[src/rtl/sof_pingpong_txbuf.sv]
module sof_pingpong_txbuf #(
  parameter int PKT_BYTES = 64
) (
  input  logic        clk,
  input  logic        rst_n,
  input  logic        cpu_wr_en,
  input  logic [31:0] cpu_wr_data,
  input  logic        sof,
  input  logic        clr_all,
  input  logic        clr_cpu,
  input  logic        usb_rd_en,
  output logic [7:0]  usb_rd_data,
  output logic        usb_ready,
  output logic [$clog2(PKT_BYTES):0] usb_count,
  output logic        overflow,
  output logic        missed_pkt
);
  localparam int AW = $clog2(PKT_BYTES);
  localparam int CW = AW + 1;

  logic [7:0]    mem [2*PKT_BYTES];
  logic [CW-1:0] cnt [2];
  logic          cpu_sel, rdy, ovf_q, miss_q;
  logic [AW-1:0] rptr;

  wire unused_hi = ^cpu_wr_data[31:8];

  wire [CW-1:0] cpu_cnt    = cnt[cpu_sel];
  wire [CW-1:0] usb_cnt    = cnt[~cpu_sel];
  wire          room       = cpu_cnt < CW'(PKT_BYTES);
  wire          clr_any    = clr_all | clr_cpu;
  wire          wr_ok      = cpu_wr_en & room & ~clr_any;
  wire [CW-1:0] cpu_cnt_nx = cpu_cnt + CW'(wr_ok);
  wire          do_sof     = sof & ~clr_any;
  wire          swap       = do_sof & (cpu_cnt_nx != '0);
  wire          rd_ok      = usb_rd_en & rdy & ~clr_all & ~do_sof;
  wire          last_rd    = rd_ok & ((CW'(rptr) + CW'(1)) == usb_cnt);

  always_ff @(posedge clk)
    if (wr_ok) mem[{cpu_sel, cpu_cnt[AW-1:0]}] <= cpu_wr_data[7:0];

  always_ff @(posedge clk) begin
    if (!rst_n) begin
      cnt[0] <= '0; cnt[1] <= '0; cpu_sel <= 1'b0;
      rptr <= '0; rdy <= 1'b0; ovf_q <= 1'b0; miss_q <= 1'b0;
    end else if (clr_all) begin
      cnt[0] <= '0; cnt[1] <= '0;
      rptr <= '0; rdy <= 1'b0; ovf_q <= 1'b0; miss_q <= 1'b0;
    end else begin
      if (clr_cpu) begin
        cnt[cpu_sel] <= '0;
        ovf_q <= 1'b0;
      end else if (cpu_wr_en && !room) begin
        ovf_q <= 1'b1;
      end

      if (swap) begin
        cpu_sel      <= ~cpu_sel;
        cnt[cpu_sel] <= cpu_cnt_nx;
        cnt[~cpu_sel] <= '0;
        rptr         <= '0;
      end else if (wr_ok) begin
        cnt[cpu_sel] <= cpu_cnt_nx;
      end

      if (do_sof) begin
        if (rdy) miss_q <= 1'b1;
        rdy <= swap;
      end else if (rd_ok) begin
        rptr <= rptr + AW'(1);
        if (last_rd) rdy <= 1'b0;
      end
    end
  end

  assign usb_rd_data = mem[{~cpu_sel, rptr}];
  assign usb_ready   = rdy;
  assign usb_count   = rdy ? usb_cnt : '0;
  assign overflow    = ovf_q;
  assign missed_pkt  = miss_q;

  p_commit_r3: assert property (@(posedge clk) disable iff (!rst_n)
    (sof && !clr_any && (cpu_cnt != '0 || cpu_wr_en)) |=> usb_ready);

  p_empty_sof_r4: assert property (@(posedge clk) disable iff (!rst_n)
    (sof && !clr_any && cpu_cnt == '0 && !cpu_wr_en) |=> (!usb_ready && usb_count == '0));

  p_count_bound_r5: assert property (@(posedge clk) disable iff (!rst_n)
    usb_count <= CW'(PKT_BYTES));

  p_ovf_sticky_r5: assert property (@(posedge clk) disable iff (!rst_n)
    (overflow && !clr_any) |=> overflow);

  p_missed_r7: assert property (@(posedge clk) disable iff (!rst_n)
    (sof && !clr_any && usb_ready) |=> missed_pkt);

  p_clear_all_r8: assert property (@(posedge clk) disable iff (!rst_n)
    clr_all |=> (!usb_ready && !overflow && !missed_pkt && usb_count == '0));

  p_clr_cpu_keeps_r9: assert property (@(posedge clk) disable iff (!rst_n)
    (clr_cpu && !clr_all && !usb_rd_en) |=> ($stable(usb_ready) && $stable(usb_count)));
endmodule

[config.mk]
export PLATFORM = sky130hd
export DESIGN_NAME = sof_pingpong_txbuf
export DESIGN_NICKNAME = d
export VERILOG_FILES = /design/src/rtl/sof_pingpong_txbuf.sv
export SDC_FILE = /design/constraint.sdc
export NUM_CORES = 1
export LEC_CHECK = 0
export ABC_CLOCK_PERIOD_IN_PS = 4200
export BUFFER_PORTS_ARGS = -buffer_cell sky130_fd_sc_hd__buf_2
export CORE_ASPECT_RATIO = 0.9
export CORE_UTILIZATION = 50
export DETAILED_ROUTE_END_ITERATION = 7
export GPL_ROUTABILITY_DRIVEN = 0
export GPL_TIMING_DRIVEN = 0
export MAX_ROUTING_LAYER = met4
export PLACE_DENSITY = 0.74
export SLEW_MARGIN = 25
export SYNTH_ARGS = -nofsm -noshare
export SYNTH_HDL_FRONTEND = slang
export SYNTH_SLANG_ARGS = --single-unit
[constraint.sdc]
create_clock -name clk -period 4.2 [get_ports clk]
set_input_delay 0.63 -clock clk [delete_from_list [all_inputs] [get_ports clk]]
set_output_delay 0.63 -clock clk [all_outputs]
set_load 0.005 [all_outputs]
==> key figures, run 1 <==
Floorplan
  • Die area: 83210 um2
  • Ports: 57
  • Core Region: 81130 um2
  • Standard-cell rows: 99
  • Initial Util: 50.57%
  • Horiz. Die Dim: 304.0 um
  • Height of the die: 273.8 um

STA
  • Slew at the pin closest to its max-slew limit: 0.9885 ns
  • Fin crit period: 4.247 ns
  • Final Skew: 0.02894 ns
  • Slew Limit Fails: 0
  • Final WS setup: -0.04694 ns
  • Final setup viols: 2
  • Setup TNS Final: -0.04756 ns
  • RSZ-0062 raised after global routing: true
  • Worst hold slack: 0.2764 ns
  • Final Hold Vio Count: 0
  • Worst slew margin: 33.86%
  • Max Clk Rate: 0.2355 GHz
  • Part of the cycle the worst path needs: 101.1%

Drt
  • Via density: 6.415
  • Routed vias: 20090
  • Drc violations: 0
  • Drt pass-1 iters: 5
  • Wire per inst: 30.75 um
  • 1st-iter DRT viols: 2876
  • DRT antenna net count: 0
  • Final WL: 96300 um

Cells and area
  • Fin nets: 2037
  • Final instance area: 46670 um2
  • Diode count: 0
  • Area growth syn-to-layout: 13.74%
  • Commonest non-fill, non-tap cell in the layout: edfxtp_1
  • Fill count: 5579
  • Fin cells: 3132
  • Commonest non-fill, non-tap cells in the layout: 1024 x edfxtp_1, 312 x mux4_2, 146 x nor2_1
  • Share of cells above drive strength 1: 29.44%

Min path
  • Path type of the worst min-delay path: input pin to flop

Critical path
  • Max FO, Critical Path: 10
  • Family with the most delay on the worst path: multiplexers
  • WP data required: 3.57 ns
  • Crit path DAT: 3.62 ns
  • Crit path launch type: flop
  • CP Capture Type: primary output
  • Critical path, cell by cell: buf_12 > buf_16 > buf_12 > mux4_2 > mux4_2 > mux2i_4 > o22a_1 > o211ai_1 > buf_2
  • Critical path class: flop to primary output
  • CP peak stage delay: 0.56 ns
  • WP buf/inv: 4
  • CP max-delay cell: mux4_2

Yosys
  • Mapped cell area: 41030 um2
  • #FFs+latches synth: 1049
  • Sequential share of the synthesized area: 76.16%
  • Post-Synthesis Cells: 1844
  • Top FF cell, synth: edfxtp_1
  • Yosys cell types: 44
  • Avg Cell Area, Syn: 22.25 um2
  • Ys async rst share: 0%
  • Warnings from Yosys: 0
  • Number of synthesized flops with an enable pin: 1024
  • Post-Syn Nets: 1886

Power
  • Pwr Density: 442.0 nW/um2
  • Leak Pwr: 13.90 nW
  • Peak VDD IR: 387.9 uV

Status
  • Status: finished, violations left
  • Failing checks: setup timing

Placement
  • Post-placement cell count: 2944
  • Placed cell areas: 42790 um2
  • Pre-CTS WS: -0.3442 ns
  • PortBufs: 32
  • Detailed Place HPWL: 60260 um

Run
  • Max Cap Viol: 0

Clock tree
  • Clock latency on the worst-skew pair: 0.66 ns
  • H-Tree Depth: 3
  • CTS Sinks: 1049
  • # hold bufs at CTS: 0
  • Clk buf depth: 3
  • CTS tree: yes
  • TritonCTS Buffers: 99
  • Clk slew on worst S/H paths: 0.07 ns
  • CTS Root Cell: clkbuf_16

Global routing
  • Largest net degree at the start of global routing: 109
  • Total grt overflow: 0
  • Vias in the first global route: 19840
  • GRT Total Usage: 23.84%
  • Global-route wire length before repair: 138200 um
  • Initial antenna violation count: 0
-- where the power goes --
group / total, mW / switching [mW] / internal (mW) / leakage, nW
clock: 8.90 / 3.76 / 5.14 / 1.57
combinational: 0.245 / 0.199 / 0.0454 / 2.92
sequential: 11.5 / 0.00106 / 11.5 / 9.40
total: 20.6 / 3.96 / 16.7 / 13.9
-- flip-flops by register name, indices dropped and copies added, names as in the netlist, named ones only --
register	cells
cnt	14
cpu_sel	1
mem	1024
missed_pkt	1
overflow	1
rptr	6
usb_ready	1
-- what timing repair did --
item                                   in CTS  in global routing
pin swaps                                   7                  4
setup endpoints to repair                   8                 20
endpoints found under the hold margin       0                  0
setup buffers                               1                  7
gates resized for setup                   133                 24
cloned                                      0                  3
-- metal layers --
layer	routed length, um	vias up	share of wire (%)	track usage [%]
met4	2385	0	2.5	6.105
met5	0	-	0	-
met1	37540	10620	39	33.07
li1	-	8047	-	-
met3	10360	165	11	5.257
met2	46010	1259	48	36.21
-- per-stage QoR --
| step | util [%] | power [mW] |
|---|---|---|
| after global placement | 52.40 | 11.91 |
| after global routing | 57.52 | 21.06 |
| after detailed placement | 52.74 | 11.94 |
| after floorplan | - | 11.73 |
| after CTS | 57.22 | 20.70 |
| final | 57.52 | 20.63 |
-- logic make-up (layout without fill, tap and decap cells) --
group / Yosys count / after routing / synth area share, %
flip-flops: 1049 / 1049 / 76.16
multiplexers: 369 / 369 / 18.54
AND/OR/NAND/NOR: 231 / 231 / 2.370
buffers and inverters: 100 / 328 / 1.086
AO/OA/AOI/OAI: 75 / 75 / 1.388
XOR/XNOR: 17 / 17 / 0.3629
adder cells (fa/ha/maj): 3 / 3 / 0.09150
-- cell type report --
class / count / area, um2 / share of cell area, %
clock inverter: 47 / 484.2 / 1.038
inverter: 2 / 7.507 / 0.01609
multi-input combinational: 695 / 9470 / 20.29
clock buffer: 131 / 2744 / 5.880
tap: 1060 / 1326 / 2.842
buffer: 97 / 810.8 / 1.737
sequential: 1049 / 31250 / 66.97
timing repair buffer: 51 / 570.5 / 1.223
-- worst reg2reg max path: stages, from the launching register on --
cell and delay (ns):
dfxtp_1 0.33, buf_6 0.13, buf_2 0.26, mux2i_1 0.39
nand3_1 0.24, inv_1 0.18, and2_1 0.26, nand2_1 0.51
clkbuf_2 0.59, nor2_1 0.84
-- final timing paths --
check	start	endpoint	slack [ns]	depth (start not counted)
max	rptr[0]	usb_rd_data[6]	-0.05	9
min	cpu_wr_en	overflow	0.28	3
max reg2reg	flop	mem[45][6]	0.11	9
min reg2reg	missed_pkt	missed_pkt	0.47	2
-- cell usage after synthesis (all sizes together) (2+ instances only) --
master	count	share of area, %
mux4	312	17
xor2	6	0.13
nand2	43	0.39
o211ai	17	0.31
mux2i	53	1.3
ha	3	0.091
and2	7	0.11
dfxtp	25	1.2
xnor2	11	0.23
mux2	4	0.11
nand3	4	0.049
a22oi	8	0.15
o21ai	9	0.11
a31oi	5	0.076
a22o	13	0.28
nor2	146	1.3
inv	2	0.018
o22a	8	0.17
nand2b	5	0.076
nor2b	13	0.20
nand4	3	0.046
clkbuf	47	0.43
buf	51	0.64
edfxtp	1024	75
and3	3	0.046
o211a	2	0.067
a21oi	10	0.15
Power figures use the tool's default switching activity.
==> run 2, diff against run 1 <==
--- a/config.mk
+++ b/config.mk
@@ -11,7 +11,6 @@
 export CORE_UTILIZATION = 50
 export DETAILED_ROUTE_END_ITERATION = 7
 export GPL_ROUTABILITY_DRIVEN = 0
-export GPL_TIMING_DRIVEN = 0
 export MAX_ROUTING_LAYER = met4
 export PLACE_DENSITY = 0.74
 export SLEW_MARGIN = 25
==> run 2 against run 1 <==
The flow now finishes without violations. Clock skew shrank 0.0022 ns. Design area grew 0.17%. Total power rose by 0.35%.
==> key figures, run 2 (same netlist as run 1, synthesis figures left out) <==
Global routing
  • Global-route wire length before repair: 133500 um
  • Vias in the first global route: 19780
  • Initial antenna violation count: 1
  • Largest net degree at the start of global routing: 111
  • GRT Total Usage: 22.75%
  • Total grt overflow: 0

Clock tree
  • TritonCTS Buffers: 100
  • Clock latency on the worst-skew pair: 0.67 ns
  • # hold bufs at CTS: 0
  • H-Tree Depth: 3
  • CTS Root Cell: clkbuf_16
  • CTS tree: yes
  • Clk slew on worst S/H paths: 0.06 ns
  • CTS Sinks: 1049
  • Clk buf depth: 3

Critical path
  • Reg2Reg Setup Slack: 0.59 ns
  • Crit path DAT: 3.52 ns
  • WP data required: 3.57 ns
  • Crit path launch type: flop
  • Family with the most delay on the worst path: multiplexers
  • Critical path, cell by cell: buf_12 > bufbuf_16 > mux4_2 > mux4_2 > mux2i_1 > o22a_2 > o211ai_1 > buf_2
  • WP buf/inv: 3
  • Critical path class: flop to primary output
  • CP max-delay cell: mux4_2
  • Most used cell, CP: mux4_2
  • CP Capture Type: primary output
  • Max FO, Critical Path: 18
  • CP peak stage delay: 0.57 ns

Placement
  • PortBufs: 32
  • Detailed Place HPWL: 52180 um
  • Pre-CTS WS: 0.5284 ns
  • Placed cell areas: 43140 um2

Cells and area
  • Fin util: 57.61%
  • Max reg flops: 1024
  • Share of cells above drive strength 1: 30.18%
  • Fin nets: 2041
  • Area growth syn-to-layout: 13.93%
  • Commonest non-fill, non-tap cell in the layout: edfxtp_1
  • Commonest non-fill, non-tap cells in the layout: 1024 x edfxtp_1, 312 x mux4_2, 146 x nor2_1
  • Final instance area: 46740 um2

Drt
  • Routed vias: 19590
  • DRT antenna net count: 0
  • Final WL: 91460 um
  • 1st-iter DRT viols: 2514
  • Via density: 6.236
  • Wire per inst: 29.11 um
  • Drc violations: 0
  • Drt pass-1 iters: 5

Run
  • Max Cap Viol: 0

Status
  • Status: completed

Floorplan
  • Height of the die: 273.8 um
  • Horiz. Die Dim: 304.0 um
  • Ports: 57
  • Core Region: 81130 um2
  • Standard-cell rows: 99
  • Die area: 83210 um2
  • Initial Util: 50.57%

Power
  • Pwr Total: 20.70 mW
  • Peak VDD IR: 325.2 uV
  • Leak Pwr: 14.01 nW
  • Pwr Density: 442.8 nW/um2

STA
  • Slew Limit Fails: 0
  • Setup TNS Final: 0 ns
  • Final Hold Vio Count: 0
  • RSZ-0062 raised after global routing: true
  • Max Clk Rate: 0.2407 GHz
  • Slew at the pin closest to its max-slew limit: 1.110 ns
  • Part of the cycle the worst path needs: 98.90%
  • Worst slew margin: 25.53%
  • Final setup viols: 0
  • Final Skew: 0.02676 ns
  • Fin crit period: 4.154 ns
  • Final WS setup: 0.04599 ns

Min path
  • Path type of the worst min-delay path: input pin to flop
## run 2: cell count changes in the layout (fill, tap and decap cells not counted), moves of 4 or more
| cell | delta |
|---|---|
| mux2i_1 | +7 |
| clkdlybuf4s15_2 | -4 |
| clkinv_2 | +7 |
| bufbuf_16 | +4 |
| buf_6 | -16 |
| clkbuf_2 | -29 |
| clkbuf_4 | -5 |
| mux2i_4 | -6 |
| clkbuf_1 | -10 |
| clkbuf_8 | -5 |
| buf_4 | +77 |
| dfxtp_1 | -4 |
## run 2: worst paths after layout
kind	cells past startpoint	from	endpoint
setup / recovery	8	rptr[0]	usb_rd_data[2]
hold / removal	3	cpu_wr_en	overflow
setup reg to reg	12	flop	cnt[1][4]
hold reg to reg	2	missed_pkt	missed_pkt
## run 2: report_power, final
part	leakage [nW]	internal (mW)	switching (mW)
clock	1.60	5.21	3.79
sequential	9.41	11.5	0.00149
combinational	3.00	0.0323	0.197
## run 2: what timing repair did
action | in CTS | in global routing
setup endpoints to repair | 8 | 8
pin swaps | 3 | 0
buffers inserted | 2 | 1
gates resized for setup | 14 | 7
gates cloned | 4 | 2
## run 2: cell type report
type	instances	area (um2)
fill	5591	34390
sequential	1049	31270
multi-input combinational	695	9387
clock buffer	129	2654
timing repair buffer	151	1499
tap	1060	1326
clock inverter	55	603.1
inverter	2	7.507
antenna	1	2.502
## run 2: metrics by stage
step | instances | hold WS [ns]
6_report | 3142 | 0.2772
5_1_grt | 3142 | 0.2759
4_1_cts | 3138 | 0.2659
3_5_place_dp | 2948 | 0.4557
3_3_place_gp | 2947 | 0.4449
2_1_floorplan | 1844 | 0.4605
## run 2: worst reg2reg max path, delay by kind of cell, from the launching register on
| kind | cells | cell delay (ns) |
|---|---|---|
| AO/OA/AOI/OAI | 6 | 1.86 |
| adder cells (fa/ha/maj) | 2 | 0.49 |
| flip-flops | 1 | 0.36 |
| AND/OR/NAND/NOR | 2 | 0.34 |
| multiplexers | 1 | 0.33 |
| buffers and inverters | 1 | 0.20 |
## run 2: per-layer routing
metal  GRT usage (%)  share of wire (%)  vias to the layer above
met5               -                  0                        -
met4           7.133                3.1                        0
met3           4.932                9.5                      170
met2           34.56                 48                     1004
met1           31.10                 40                    10340
li1                -                  -                     8078
==> run 3, diff against run 2 <==
--- a/config.mk
+++ b/config.mk
@@ -9,6 +9,7 @@
 export BUFFER_PORTS_ARGS = -buffer_cell sky130_fd_sc_hd__buf_2
 export CORE_ASPECT_RATIO = 0.9
 export CORE_UTILIZATION = 50
+export CTS_BUF_LIST = sky130_fd_sc_hd__clkbuf_2
 export DETAILED_ROUTE_END_ITERATION = 7
 export GPL_ROUTABILITY_DRIVEN = 0
 export MAX_ROUTING_LAYER = met4
==> constraint.sdc (replaced) <==
create_clock -name clk -period 4.2 [get_ports clk]
set_input_delay 0.42 -clock clk [delete_from_list [all_inputs] [get_ports clk]]
set_output_delay 0.42 -clock clk [all_outputs]
set_load 0.005 [all_outputs]
==> run 3 against run 2 <==
The flow now finishes with violations (setup timing). Global-route usage grew 0.12 points. Via count grew 4.0%. Sequential power is essentially flat. Worst setup slack lost 0.56 ns. Critical path depth is the same. Count of clock-buffer cells in the layout grew 212. Die area is the same. Register-to-register slack lost 0.47 ns. Wire length shrank 0.13%. Largest cell class unchanged. Largest power group unchanged. Highest routed layer unchanged.
==> key figures, run 3 (same netlist as run 1, synthesis figures left out) <==
Cells and area
  • Fin util: 56.86%
  • Commonest non-fill, non-tap cells in the layout: 1024 x edfxtp_1, 341 x clkbuf_2, 312 x mux4_2
  • Share of cells above drive strength 1: 36.73%
  • Area growth syn-to-layout: 12.45%
  • Final instance area: 46140 um2
  • Commonest non-fill, non-tap cell in the layout: edfxtp_1
  • Fin cells: 3420
  • Max reg flops: 1024
  • Fin nets: 2216

Placement
  • Detailed Place HPWL: 53120 um
  • Post-placement cell count: 2946
  • Placed cell areas: 43160 um2
  • Pre-CTS WS: 0.6716 ns
  • PortBufs: 32

Floorplan
  • Core Region: 81130 um2
  • Initial Util: 50.57%
  • Die area: 83210 um2
  • Ports: 57
  • Height of the die: 273.8 um
  • Standard-cell rows: 99
  • Horiz. Die Dim: 304.0 um

STA
  • Worst slew margin: 26.72%
  • Final setup viols: 8
  • Setup TNS Final: -3.825 ns
  • RSZ-0062 raised after global routing: true
  • Max Clk Rate: 0.2121 GHz
  • Final Skew: 0.1156 ns
  • Worst hold slack: 0.03514 ns
  • Part of the cycle the worst path needs: 112.2%
  • Final Hold Vio Count: 0
  • Slew at the pin closest to its max-slew limit: 1.099 ns
  • Final WS setup: -0.5143 ns
  • Slew Limit Fails: 0
  • Fin crit period: 4.714 ns

Min path
  • Path type of the worst min-delay path: input pin to flop
  • Hold wc startpoint: clr_cpu
  • Hold Path Depth: 6
  • Worst Hold Endpoint: cnt[1][2]

Drt
  • DRT antenna net count: 0
  • Wire per inst: 26.71 um
  • Final WL: 91340 um
  • Routed vias: 20370
  • 1st-iter DRT viols: 2374
  • Drt pass-1 iters: 7
  • Via density: 5.956
  • Drc violations: 0

Critical path
  • Critical path class: flop to primary output
  • Crit path DAT: 4.29 ns
  • WP buf/inv: 3
  • WP data required: 3.78 ns
  • Worst reg2reg path endpoint: cpu_sel
  • Reg2reg path depth: 14
  • Crit path launch type: flop
  • Most used cell, CP: mux4_2
  • Max FO, Critical Path: 9
  • Family with the most delay on the worst path: multiplexers
  • Critical path, cell by cell: buf_12 > buf_16 > mux4_2 > mux4_2 > mux2i_4 > o22a_1 > o211ai_1 > buf_2
  • Reg2Reg Setup Slack: 0.12 ns
  • CP Capture Type: primary output
  • CP peak stage delay: 0.55 ns
  • CP max-delay cell: mux4_2

Power
  • Leak Pwr: 14.21 nW
  • Pwr Total: 17.77 mW
  • P_int: 13.74 mW
  • Peak VDD IR: 249.0 uV
  • Sequential power share: 64.5%
  • Net Sw Frac: 22.67%
  • Combinational fraction of design power: 1.4%
  • Pwr Density: 385.3 nW/um2
  • Clk network pwr share: 34.1%
  • Sw power: 4.030 mW

Clock tree
  • Clock latency on the worst-skew pair: 1.52 ns
  • CTS Root Cell: clkbuf_2
  • TritonCTS Buffers: 231
  • H-Tree Depth: 4
  • Clk buf depth: 3
  • CTS Sinks: 1049
  • Clk slew on worst S/H paths: 0.11 ns
  • CTS tree: yes

Global routing
  • Initial antenna violation count: 2
  • Vias in the first global route: 20880
  • Largest net degree at the start of global routing: 102
  • Total grt overflow: 0
  • GRT Total Usage: 22.87%
  • Global-route wire length before repair: 133600 um

Status
  • Failing checks: setup timing
  • Status: finished, violations left

Run
  • Max Cap Viol: 0
[run 3: changes by cell type in the layout (fill, tap and decap cells not counted), sizes merged]
cell         previous run  this run
diode                   1         5
buf                   145       165
bufinv                 12         1
clkinvlp                1         3
clkinv                 40        67
bufbuf                  4         0
clkbuf                131       345
dlygate4sd3             0        26
[run 3: tightest hold or removal path, cell delays in order]
cell and delay [ns]:
dlygate4sd3_1 0.52, buf_2 0.12, nor2_1 0.06, nand3_2 0.11, nand2_1 0.08, a22o_1 0.20
[run 3: how the worst max path moves through the flow]
stage,from,to,slack (ns),depth (start not counted)
floorplan,flop,cnt[1][3],1.10,15
global placement,rptr[0],usb_rd_data[6],0.69,8
detailed placement,flop,cnt[0][6],0.67,12
CTS,rptr[0],usb_rd_data[2],-0.61,8
global route,rptr[0],usb_rd_data[0],-0.57,8
finish,rptr[0],usb_rd_data[0],-0.51,8
[run 3: cell type report]
| cell class | instances | area (um2) |
|---|---|---|
| Tap cell | 1060 | 1326 |
| Fill cell | 5874 | 35000 |
| Multi-Input combinational cell | 695 | 9472 |
| Clock inverter | 73 | 334.1 |
| Antenna cell | 5 | 12.51 |
| Clock buffer | 341 | 1707 |
| Sequential cell | 1049 | 31270 |
| Timing Repair Buffer | 195 | 2008 |
| Inverter | 2 | 7.507 |
[run 3: metal layers]
metal	vias up	GRT usage (%)	routed length, um
li1	8590	-	-
met1	10510	30.70	35910
met2	1098	34.04	43440
met3	177	6.403	9822
met4	0	7.628	2167
met5	-	-	0
[run 3: timing repair]
item | CTS | global route
pin swaps | 4 | 9
cloned | 3 | 4
setup buffers | 6 | 15
endpoints found under the hold margin | 1063 | 0
hold buffers | 27 | 0
gates resized for setup | 26 | 22
endpoints found under the setup margin | 8 | 9
[run 3: power by group through the flow]
stage	logic, mW	registers (mW)	clock network (mW)
global route	0.268	11.5	6.71
global placement	0.206	11.7	0
finish	0.251	11.5	6.06
CTS	0.248	11.5	6.21
detailed placement	0.227	11.7	0
floorplan	0.0267	11.7	0
